## src/rtl/lsa_pkg.sv

```systemverilog
package lsa_pkg;
    typedef enum logic [1:0] {
        LSA_BYTE = 2'b00,
        LSA_HALF = 2'b01,
        LSA_WORD = 2'b10,
        LSA_RSVD = 2'b11
    } lsa_size_e;
endpackage

```

## src/rtl/lsa_align_chk.sv

```systemverilog
module lsa_align_chk
    import lsa_pkg::*;
#(
    parameter int OFS_W = 2
) (
    input  lsa_size_e        size,
    input  logic [OFS_W-1:0] ofs,
    output logic             bad
);
    always_comb begin
        unique case (size)
            LSA_BYTE: bad = 1'b0;
            LSA_HALF: bad = ofs[0];
            LSA_WORD: bad = (ofs != '0);
            default:  bad = 1'b1;
        endcase
    end
endmodule

```

## src/rtl/lsa_store_lanes.sv

```systemverilog
module lsa_store_lanes
    import lsa_pkg::*;
#(
    parameter int DATA_W = 32,
    localparam int NBYTES = DATA_W / 8,
    localparam int OFS_W  = $clog2(NBYTES)
) (
    input  logic              en,
    input  lsa_size_e         size,
    input  logic [OFS_W-1:0]  ofs,
    input  logic [DATA_W-1:0] wdata,
    output logic [NBYTES-1:0] strb,
    output logic [DATA_W-1:0] data
);
    for (genvar g = 0; g < NBYTES; g++) begin : g_lane
        localparam logic [OFS_W-1:0] LANE = OFS_W'(g);
        always_comb begin
            unique case (size)
                LSA_BYTE: strb[g] = en && (ofs == LANE);
                LSA_HALF: strb[g] = en && ((ofs >> 1) == (LANE >> 1));
                LSA_WORD: strb[g] = en;
                default:  strb[g] = 1'b0;
            endcase
        end
    end

    always_comb begin
        data = '0;
        if (en) begin
            unique case (size)
                LSA_BYTE: data = {NBYTES{wdata[7:0]}};
                LSA_HALF: data = {(NBYTES/2){wdata[15:0]}};
                LSA_WORD: data = wdata;
                default:  data = '0;
            endcase
        end
    end
endmodule

```

## src/rtl/lsa_load_extract.sv

```systemverilog
module lsa_load_extract
    import lsa_pkg::*;
#(
    parameter int DATA_W = 32,
    localparam int NBYTES = DATA_W / 8,
    localparam int OFS_W  = $clog2(NBYTES)
) (
    input  logic              en,
    input  lsa_size_e         size,
    input  logic [OFS_W-1:0]  ofs,
    input  logic              sgn,
    input  logic [DATA_W-1:0] rdata,
    output logic [DATA_W-1:0] data
);
    logic [DATA_W-1:0] byte_sh;
    logic [DATA_W-1:0] half_sh;
    logic [7:0]        fb;
    logic [15:0]       fh;

    always_comb begin
        byte_sh = rdata >> {ofs, 3'b000};
        half_sh = rdata >> {ofs[OFS_W-1:1], 4'b0000};
        fb      = byte_sh[7:0];
        fh      = half_sh[15:0];
        data    = '0;
        if (en) begin
            unique case (size)
                LSA_BYTE: data = {{(DATA_W-8){sgn & fb[7]}}, fb};
                LSA_HALF: data = {{(DATA_W-16){sgn & fh[15]}}, fh};
                LSA_WORD: data = rdata;
                default:  data = '0;
            endcase
        end
    end
endmodule

```

## src/rtl/lsa_unit.sv

```systemverilog
module lsa_unit
    import lsa_pkg::*;
#(
    parameter int DATA_W = 32,
    localparam int NBYTES = DATA_W / 8,
    localparam int OFS_W  = $clog2(NBYTES)
) (
    input  logic              clk,
    input  logic              rst_n,
    input  logic              req_valid,
    input  logic              req_write,
    input  logic [OFS_W-1:0]  req_ofs,
    input  logic [1:0]        req_size,
    input  logic              req_signed,
    input  logic [DATA_W-1:0] req_wdata,
    input  logic [DATA_W-1:0] mem_rdata,
    output logic [NBYTES-1:0] mem_wstrb,
    output logic [DATA_W-1:0] mem_wdata,
    output logic [DATA_W-1:0] load_data,
    output logic              misaligned
);
    typedef struct packed {
        logic [NBYTES-1:0] strb;
        logic [DATA_W-1:0] wdata;
        logic [DATA_W-1:0] ldata;
        logic              err;
    } lsa_state_t;

    lsa_state_t        st_d, st_q;
    lsa_size_e         size;
    logic              bad;
    logic              st_en, ld_en;
    logic [NBYTES-1:0] strb_c;
    logic [DATA_W-1:0] wdata_c, ldata_c;

    assign size = lsa_size_e'(req_size);

    lsa_align_chk #(.OFS_W(OFS_W)) u_align (
        .size (size),
        .ofs  (req_ofs),
        .bad  (bad)
    );

    assign st_en = req_valid && req_write && !bad;
    assign ld_en = req_valid && !req_write && !bad;

    lsa_store_lanes #(.DATA_W(DATA_W)) u_store (
        .en    (st_en),
        .size  (size),
        .ofs   (req_ofs),
        .wdata (req_wdata),
        .strb  (strb_c),
        .data  (wdata_c)
    );

    lsa_load_extract #(.DATA_W(DATA_W)) u_load (
        .en    (ld_en),
        .size  (size),
        .ofs   (req_ofs),
        .sgn   (req_signed),
        .rdata (mem_rdata),
        .data  (ldata_c)
    );

    always_comb begin
        st_d       = '0;
        st_d.strb  = strb_c;
        st_d.wdata = wdata_c;
        st_d.ldata = ldata_c;
        st_d.err   = req_valid && bad;
    end

    always_ff @(posedge clk or negedge rst_n) begin
        if (!rst_n) st_q <= '0;
        else        st_q <= st_d;
    end

    assign mem_wstrb  = st_q.strb;
    assign mem_wdata  = st_q.wdata;
    assign load_data  = st_q.ldata;
    assign misaligned = st_q.err;
endmodule

```

## config.mk

```make
export PLATFORM = sky130hd
export DESIGN_NAME = lsa_unit
export DESIGN_NICKNAME = d
export VERILOG_FILES = /design/src/rtl/lsa_pkg.sv /design/src/rtl/lsa_align_chk.sv /design/src/rtl/lsa_store_lanes.sv /design/src/rtl/lsa_load_extract.sv /design/src/rtl/lsa_unit.sv
export SDC_FILE = /design/constraint.sdc
export NUM_CORES = 1
export LEC_CHECK = 0
export BUFFER_PORTS_ARGS = -buffer_cell sky130_fd_sc_hd__buf_2
export CAP_MARGIN = 20
export CORE_MARGIN = 4
export CORE_UTILIZATION = 40
export DETAILED_ROUTE_END_ITERATION = 10
export PLACE_DENSITY = 0.75
export SLEW_MARGIN = 20
export SYNTH_ARGS = -nofsm -noshare
export SYNTH_HDL_FRONTEND = slang
export SYNTH_SLANG_ARGS = --single-unit
```

## constraint.sdc

```tcl
create_clock -name clk -period 0.9 [get_ports clk]
set_input_delay 0.045 -clock clk [delete_from_list [all_inputs] [get_ports clk]]
set_output_delay 0.045 -clock clk [all_outputs]
set_load 0.02 [all_outputs]
```

After elaboration in Yosys (flattened, before gate mapping)
Index checks and enable logic that the tools add are counted.
{"block": "totals", "in_bits": 73, "output_inout_bits": 69, "ff_bits": 69}
{"block": "classes", "shift": 2, "reduce_logical": 17, "n_mux": 9, "eq_ne": 5, "n_bitwise": 2}
{"cell": "case mux 32 bit (3 select lines)", "count": 2}
{"cell": "two-way mux 32 bit", "count": 2}
{"cell": ">> shifter 32 x 5 -> 16 bit", "count": 1}
{"cell": ">> shifter 32 x 5 -> 8 bit", "count": 1}
{"cell": "case mux 1 bit (3 select lines)", "count": 5}
{"cell": "logical AND 1 bit", "count": 11}
{"cell": "== test 2 bit, second input constant", "count": 3}
{"cell": "logical NOT 2 bit", "count": 3}
{"cell": "== test 2 x 1 -> 1 bit, second input constant", "count": 2}
{"cell": "AND 1 bit", "count": 2}
{"cell": "logical NOT 1 bit", "count": 2}
{"cell": "nonzero test 2 bit", "count": 1}

Logic depth before layout (Yosys ltp)
Gate-level depths: netlist (run 1).
{"block": "logic_depth", "ltp_word": 6, "depth_mapped": 7, "mapped_depth_nobuf": 4}

By module
A second synthesis (run 1) with hierarchy kept.
{"block": "unflattened", "hier_cells": 281, "area_unflattened_um2": 3138.0}
{"mod": "lsa_unit", "cells_per_inst": 72, "n_inst": 1, "area_each_um2": 1755.4}
{"mod": "lsa_load_extract", "cells_per_inst": 116, "n_inst": 1, "area_each_um2": 779.5}
{"mod": "lsa_store_lanes", "cells_per_inst": 90, "n_inst": 1, "area_each_um2": 589.3}
{"mod": "lsa_align_chk", "cells_per_inst": 3, "n_inst": 1, "area_each_um2": 13.8}

Least setup slack after synthesis (run 1)
Ideal clock, no wire load.
{"block": "synth_timing", "path_kind": "input to register", "from": "in req_ofs[1]", "to": "reg st_q, in the netlist load_data[2]", "path_buffers": 2, "setup_ns": 0.134, "t_arrival_ns": 1.110, "path_stages": 5, "path_slack_ns": -0.344, "path_cell_list": "buf_2 buf_2 mux2_2 a222oi_1 nor2_1"}
{"block": "synth_via", "elab_chain_cells": 5, "elab_cells_between_ends": 8, "classes_between": "2 x shift; 3 x mux; 3 x reduce/logical"}
{"item": "start, declared", "line_no": "lsa_unit.sv:12", "source": "input logic [OFS_W-1:0] req_ofs,"}
{"item": "branches (longest 4 deep; another with >> shifter 32 x 5 -> 16 bit)"}
{"item": "two-way mux 32 bit (*)", "line_no": "lsa_load_extract.sv:26", "source": "if (en) begin"}
{"item": "via ldata_c[2]", "line_no": "lsa_unit.sv:34", "source": "logic [DATA_W-1:0] wdata_c, ldata_c;"}
{"item": "end signal, assigned", "line_no": "lsa_unit.sv:75", "source": "else st_q <= st_d;"}
{"item": "end, declared", "line_no": "lsa_unit.sv:29", "source": "lsa_state_t st_d, st_q;"}
Mark *: on every way through the listed nets, which the timed path passes.

Worst setup path after layout (run 1)
{"block": "layout_timing", "from": "reg st_q, in the netlist load_data[14]", "to": "out load_data[14]"}
{"item": "end, declared", "line_no": "lsa_unit.sv:19", "source": "output logic [DATA_W-1:0] load_data,"}
No word-level cell between the ends.

==> results_dict.tcl, run 1 <==
set metrics [dict create \
    via_count_of_the_first_global_routing_pass 3461 \
    gr-usage-met2_pct 43.9 \
    power.density_cell_area_nw_per_um2 1360 \
    antenna-diode-count 0 \
    ant_nets 0 \
    multiplexer_share_of_the_synthesized_area_pct 6.90 \
    route.detailed.drc 0 \
    average_wire_length_per_cell_after_detail_routing_microns 19.6 \
    gr-usage-met1_pct 30.6 \
    globalRouteOverflowTotal 0 \
    max_slew.worst_pin.slew_ns 0.517 \
    cp.buffers_inverters 1 \
    run_status "complete, but fails checks" \
    irDropWorstVdd_v 0.00106 \
    dr.pass1.iters 7 \
    hold_class "in -> reg" \
    synth-edff-count 0 \
    grt_util_all_layers_pct 26.1 \
    cts_tree "yes" \
    drtIter0Drc 164 \
    port-buffer-count 141 \
    crit_path_cell_trace "buf_6" \
    timing.max_cap.violations 0 \
    post-route-min-period_ns 0.955 \
    worst_path_dominant_cell_family "flip-flops" \
    design.final.nets 554 \
    cts_sinks 69 \
    failing_checks "setup timing" \
    grt_setup_unrepaired "true" \
    final_cell_mix "sky130_fd_sc_hd__buf_6, sky130_fd_sc_hd__dfrtp_1, sky130_fd_sc_hd__buf_2, sky130_fd_sc_hd__dlygate4sd3_1, sky130_fd_sc_hd__nand2_1" \
    initial_utilization_pct 41.0 \
    synth-compound-area-share_pct 17.8 \
    timing.critical_path.fanout_max 1 \
    synth.top_cells.by_area "sky130_fd_sc_hd__dfrtp_1, sky130_fd_sc_hd__mux2_2, sky130_fd_sc_hd__a21oi_1" \
    syn_to_layout_area_delta_pct 80.7 \
    period_utilisation_layout_pct 106 \
    mapped_avg_cell_area_sq_um 11.0 \
    category_of_the_critical_setup_timing_path "reg -> out" \
    yosysWarnings 0 \
    num-fill-cells 455 \
    worstPathArrival_ns 0.91 \
    cp.depth 1 \
    gp_routability_congestion 0.896 \
    antenna_found_initial 0 \
    synth_xor_area_share_pct 0 \
    setup_slack_ns -0.0548 \
    chipWidth_microns 94.2 \
    cts.clk_slew.worst_paths_ns 0.08 \
    design.die.area_sq_um 8880 \
    global_route_wire_length_before_repair_mm 17.5 \
    seq_area_frac_synth_pct 58.0 \
    hold_violations 0 \
    crit_required_ns 0.85 \
    critical_path.max_stage_delay_ns 0.42 \
    grt_most_used_layer "met2" \
    setup_viol 46 \
    postSynthNetCount 344 \
    netlist_instances 271 \
    number_of_ports_placed_on_the_die_boundary 142 \
    synthesis.area_sq_um 2980 \
    setup.worst_path.end_class "primary output" \
    fp.coreArea_sq_um 7250 \
    synth_largest_type_area_fraction_pct 58.0 \
    die_height_microns 94.2 \
    post_synthesis_async_set_or_reset_flop_share_pct 100 \
    totalWireLength_mm 11.5 \
    dpl.hpwl_mm 6.27 \
    route.detailed.vias_per_inst 5.38 \
    synth.distinct_cells 32 \
    netlist.top_cell.by_area "sky130_fd_sc_hd__dfrtp_1" \
    worst_relative_slew_slack_pct 65.4 \
    cpMaxStageDelayCell "sky130_fd_sc_hd__dfrtp_1" \
    post_synth_and_or_nand_nor_area_fraction_pct 13.1 \
    globalRouteMet3Util_pct 7.21 \
    ctsRootBufferMaster "sky130_fd_sc_hd__clkbuf_8" \
    synthAdderAreaFrac_pct 0 \
    pin_count_of_the_biggest_net_entering_global_routing 38 \
    design_power_total_mw 7.34 \
    cts_max_path_buffers 2 \
    max_clock_freq_mhz 1050 \
    htreeDepth 3 \
    placement_rows 31 \
    synth_flop_cell "sky130_fd_sc_hd__dfrtp_1" \
    leakagePower_nw 2.58 \
    timing.final.max_slew_violations 0 \
    setup_crit_start_kind "flip-flop" \
    most_common_cell_after_layout_fill_and_taps_aside "sky130_fd_sc_hd__buf_6" \
    hold_path_cell_cnt 3 \
    share_of_layout_cells_above_drive_strength_1_pct 49.4 \
    ys_seq_elements 69 \
    via_count 3148 \
    main_combinational_cell_family_by_area_after_synthesis "compound AO/OA/AOI/OAI gates" \
    cts_inserted_buffers 9 \
    final.hold.worst_slack_ns 0.0543 \
]
path summary, 6_finish.rpt:
check	startpoint	end	slack (ns)
setup / recovery	load_data[14]	load_data[14]	-0.05
hold / removal	mem_rdata[9]	load_data[9]	0.05
max in group asynchronous	rst_n	load_data[6]	0.28
min in group asynchronous	rst_n	mem_wdata[12]	0.23
flip-flops by register name (all words and copies together), names as in the netlist:
| signal | flops |
|---|---|
| load_data | 32 |
| mem_wdata | 32 |
| mem_wstrb | 4 |
| misaligned | 1 |
synth_stat cells (2+ instances only):
cell type / instances
sky130_fd_sc_hd__a21oi_1: 32
sky130_fd_sc_hd__inv_1: 3
sky130_fd_sc_hd__dfrtp_1: 69
sky130_fd_sc_hd__buf_2: 12
sky130_fd_sc_hd__mux2_2: 16
sky130_fd_sc_hd__and2_1: 12
sky130_fd_sc_hd__nor2b_1: 3
sky130_fd_sc_hd__nand3_1: 5
sky130_fd_sc_hd__nor2_1: 17
sky130_fd_sc_hd__and3_1: 2
sky130_fd_sc_hd__nand2_1: 41
sky130_fd_sc_hd__a22oi_1: 15
sky130_fd_sc_hd__o21ai_0: 5
sky130_fd_sc_hd__clkbuf_1: 6
sky130_fd_sc_hd__a222oi_1: 7
sky130_fd_sc_hd__a21oi_2: 10
through the flow:
| step | setup TNS, ns | cells | setup WS, ns | area (sq um) | util, % |
|---|---|---|---|---|---|
| after CTS | -0.930 | 589 | -0.0470 | 5250 | 72.3 |
| after floorplan | -9.13 | 271 | -0.292 | 3130 | - |
| final | -0.662 | 585 | -0.0548 | 5380 | 74.1 |
| after global placement | -18.88 | 519 | -0.407 | 4090 | 56.4 |
| after global routing | -3.06 | 585 | -0.0865 | 5380 | 74.1 |
| after detailed placement | -20.52 | 519 | -0.458 | 4090 | 56.4 |
final cells by class:
type                            instances  area (sq um)  area share [%]
Sequential cell                        69          1730            32.1
Inverter                                3          11.3           0.209
Multi-Input combinational cell        179          1290            24.0
Clock buffer                            9           124            2.30
Clock inverter                          7          73.8            1.37
Timing Repair Buffer                  219          2030            37.7
Tap cell                               99           124            2.30
logic make-up after synthesis:
group	count (synthesis)
AO/OA/AOI/OAI	75
buffers and inverters	24
flip-flops	69
multiplexers	18
AND/OR/NAND/NOR	85
power by group:
| group | leakage, nW | internal, mW | total (mW) | switching, mW |
|---|---|---|---|---|
| Combinational | 1.53 | 0.786 | 1.54 | 0.752 |
| Sequential | 0.952 | 3.18 | 3.22 | 0.0450 |
| Clock | 0.0996 | 1.29 | 2.58 | 1.29 |
metal layers:
layer	vias up	share of wire, %
met4	0	3.3
met1	1525	38
met3	36	8.8
li1	1368	-
met5	-	0
met2	219	50
timing repair:
action                                 CTS  global route
hold buffers                            53             1
gates cloned                             1             2
setup endpoints to repair               88           101
setup buffers                            0             4
pin swaps                                1            12
endpoints found under the hold margin  121             1
gates resized for setup                133            28
(Power assumes the default switching activity.)
==> inputs of run 2 (changes only) <==
- TNS_END_PERCENT: unset -> 20
==> results_dict.tcl, run 2 (synthesized netlist as in run 1, its figures left out) <==
set metrics [dict create \
    run_status "complete, but fails checks" \
    failing_checks "setup timing" \
    ant_nets 0 \
    route.detailed.drc 0 \
    setup_viol 40 \
    crit_path_cell_trace "buf_6" \
    irDropWorstVdd_v 0.000747 \
    timing.max_cap.violations 0 \
    grt_most_used_layer "met2" \
    leakagePower_nw 2.56 \
    timing.critical_path.fanout_max 1 \
    most_common_cell_after_layout_fill_and_taps_aside "sky130_fd_sc_hd__buf_2" \
    cts_tree "yes" \
    cts.clk_slew.worst_paths_ns 0.08 \
    htreeDepth 3 \
    worstPathArrival_ns 0.89 \
    finish.utilization_pct 69.2 \
    power.density_cell_area_nw_per_um2 1430 \
    gr-usage-met1_pct 29.2 \
    route.detailed.vias_per_inst 5.23 \
    number_of_ports_placed_on_the_die_boundary 142 \
    global_route_wire_length_before_repair_mm 15.7 \
    antenna_found_initial 0 \
    period_utilisation_layout_pct 104 \
    gr-usage-met2_pct 39.4 \
    cts_inserted_buffers 9 \
    max_slew.worst_pin.slew_ns 0.539 \
    cpMaxStageDelayCell "sky130_fd_sc_hd__dfrtp_1" \
    die_height_microns 94.2 \
    totalWireLength_mm 10.6 \
    timing.final.max_slew_violations 0 \
    worst_path_dominant_cell_family "flip-flops" \
    setup_total_negative_slack_ns -0.422 \
    max_clock_freq_mhz 1070 \
    gp_routability_congestion 0.885 \
    design.die.area_sq_um 8880 \
    placement_rows 31 \
    share_of_layout_cells_above_drive_strength_1_pct 48.7 \
    dr.pass1.iters 6 \
    final_cell_mix "sky130_fd_sc_hd__buf_2, sky130_fd_sc_hd__dfrtp_1, sky130_fd_sc_hd__dlygate4sd3_1, sky130_fd_sc_hd__nand2_1, sky130_fd_sc_hd__a21oi_1" \
    average_wire_length_per_cell_after_detail_routing_microns 18.2 \
    hold_class "in -> reg" \
    syn_to_layout_area_delta_pct 68.8 \
    cp.buffers_inverters 1 \
    initial_utilization_pct 41.0 \
    crit_required_ns 0.85 \
    setup_crit_start_kind "flip-flop" \
    category_of_the_critical_setup_timing_path "reg -> out" \
    num-fill-cells 522 \
    critical_path.max_stage_delay_ns 0.41 \
    pin_count_of_the_biggest_net_entering_global_routing 70 \
    grt_util_all_layers_pct 23.2 \
    design.final.nets 551 \
    hold_violations 0 \
    worst_relative_slew_slack_pct 63.9 \
    dpl.hpwl_mm 6.38 \
    drtIter0Drc 203 \
    via_count_of_the_first_global_routing_pass 3047 \
    setup.worst_path.end_class "primary output" \
    via_count 3047 \
    fp.coreArea_sq_um 7250 \
    final.hold.worst_slack_ns 0.0253 \
    port-buffer-count 141 \
    cts_sinks 69 \
    cts_max_path_buffers 2 \
    grt_setup_unrepaired "true" \
    ctsRootBufferMaster "sky130_fd_sc_hd__clkbuf_8" \
    post-route-min-period_ns 0.932 \
    globalRouteMet3Util_pct 3.21 \
    chipWidth_microns 94.2 \
    globalRouteOverflowTotal 0 \
    setup_slack_ns -0.0321 \
]
==> run 2: changes by cell type in the layout (fill, tap and decap cells not counted), sizes merged <==
cell and delta:
buf -2, clkbuf +1, clkinv -2, clkinvlp +2, diode +1, dlygate4sd3 -3
dlymetal6s4s +2, inv -1
==> run 2: area by class of cell <==
cell class | count | area [sq um] | share of cell area, %
Sequential cell | 69 | 1730 | 34.4
Timing Repair Buffer | 216 | 1670 | 33.3
Multi-Input combinational cell | 179 | 1280 | 25.6
Clock buffer | 10 | 138 | 2.74
Tap cell | 99 | 124 | 2.47
Clock inverter | 6 | 62.6 | 1.25
Inverter | 3 | 11.3 | 0.224
Antenna cell | 1 | 2.50 | 0.0498
==> run 2: path summary, 6_finish.rpt <==
path | start | to | slack, ns | cells after the start
max in group asynchronous | rst_n | load_data[9] | 0.35 | 3
min in group asynchronous | rst_n | mem_wdata[6] | 0.26 | 3
worst max-delay path | load_data[15] | load_data[15] | -0.03 | 1
worst min-delay path | req_ofs[1] | mem_wstrb[3] | 0.03 | 3
==> run 2: through the flow <==
stage	total power [mW]	area, sq um	worst slack, ns	cells
after floorplan	3.83	3030	-0.292	271
after global placement	4.35	4030	-0.535	520
after detailed placement	4.37	4030	-0.580	520
after CTS	7.11	4830	-0.0396	590
after global routing	7.51	5020	-0.0708	582
final	7.19	5020	-0.0321	583
==> run 2: power by group <==
part	total (mW)	switching, mW	internal, mW
Sequential	3.20	0.0258	3.18
Clock	2.53	1.18	1.34
Combinational	1.46	0.740	0.718
==> run 2: timing repair <==
action	in CTS	in global routing
gates cloned	1	2
hold buffers	53	0
pin swaps	1	5
resized for setup	15	53
setup buffers	0	2
endpoints found under the hold margin	121	0
setup endpoints to repair	89	116
==> run 2: layer usage <==
layer	vias to the layer above	share of wire (%)
met3	30	5.7
li1	1366	-
met1	1497	38
met2	154	53
met4	0	3.3
met5	-	0
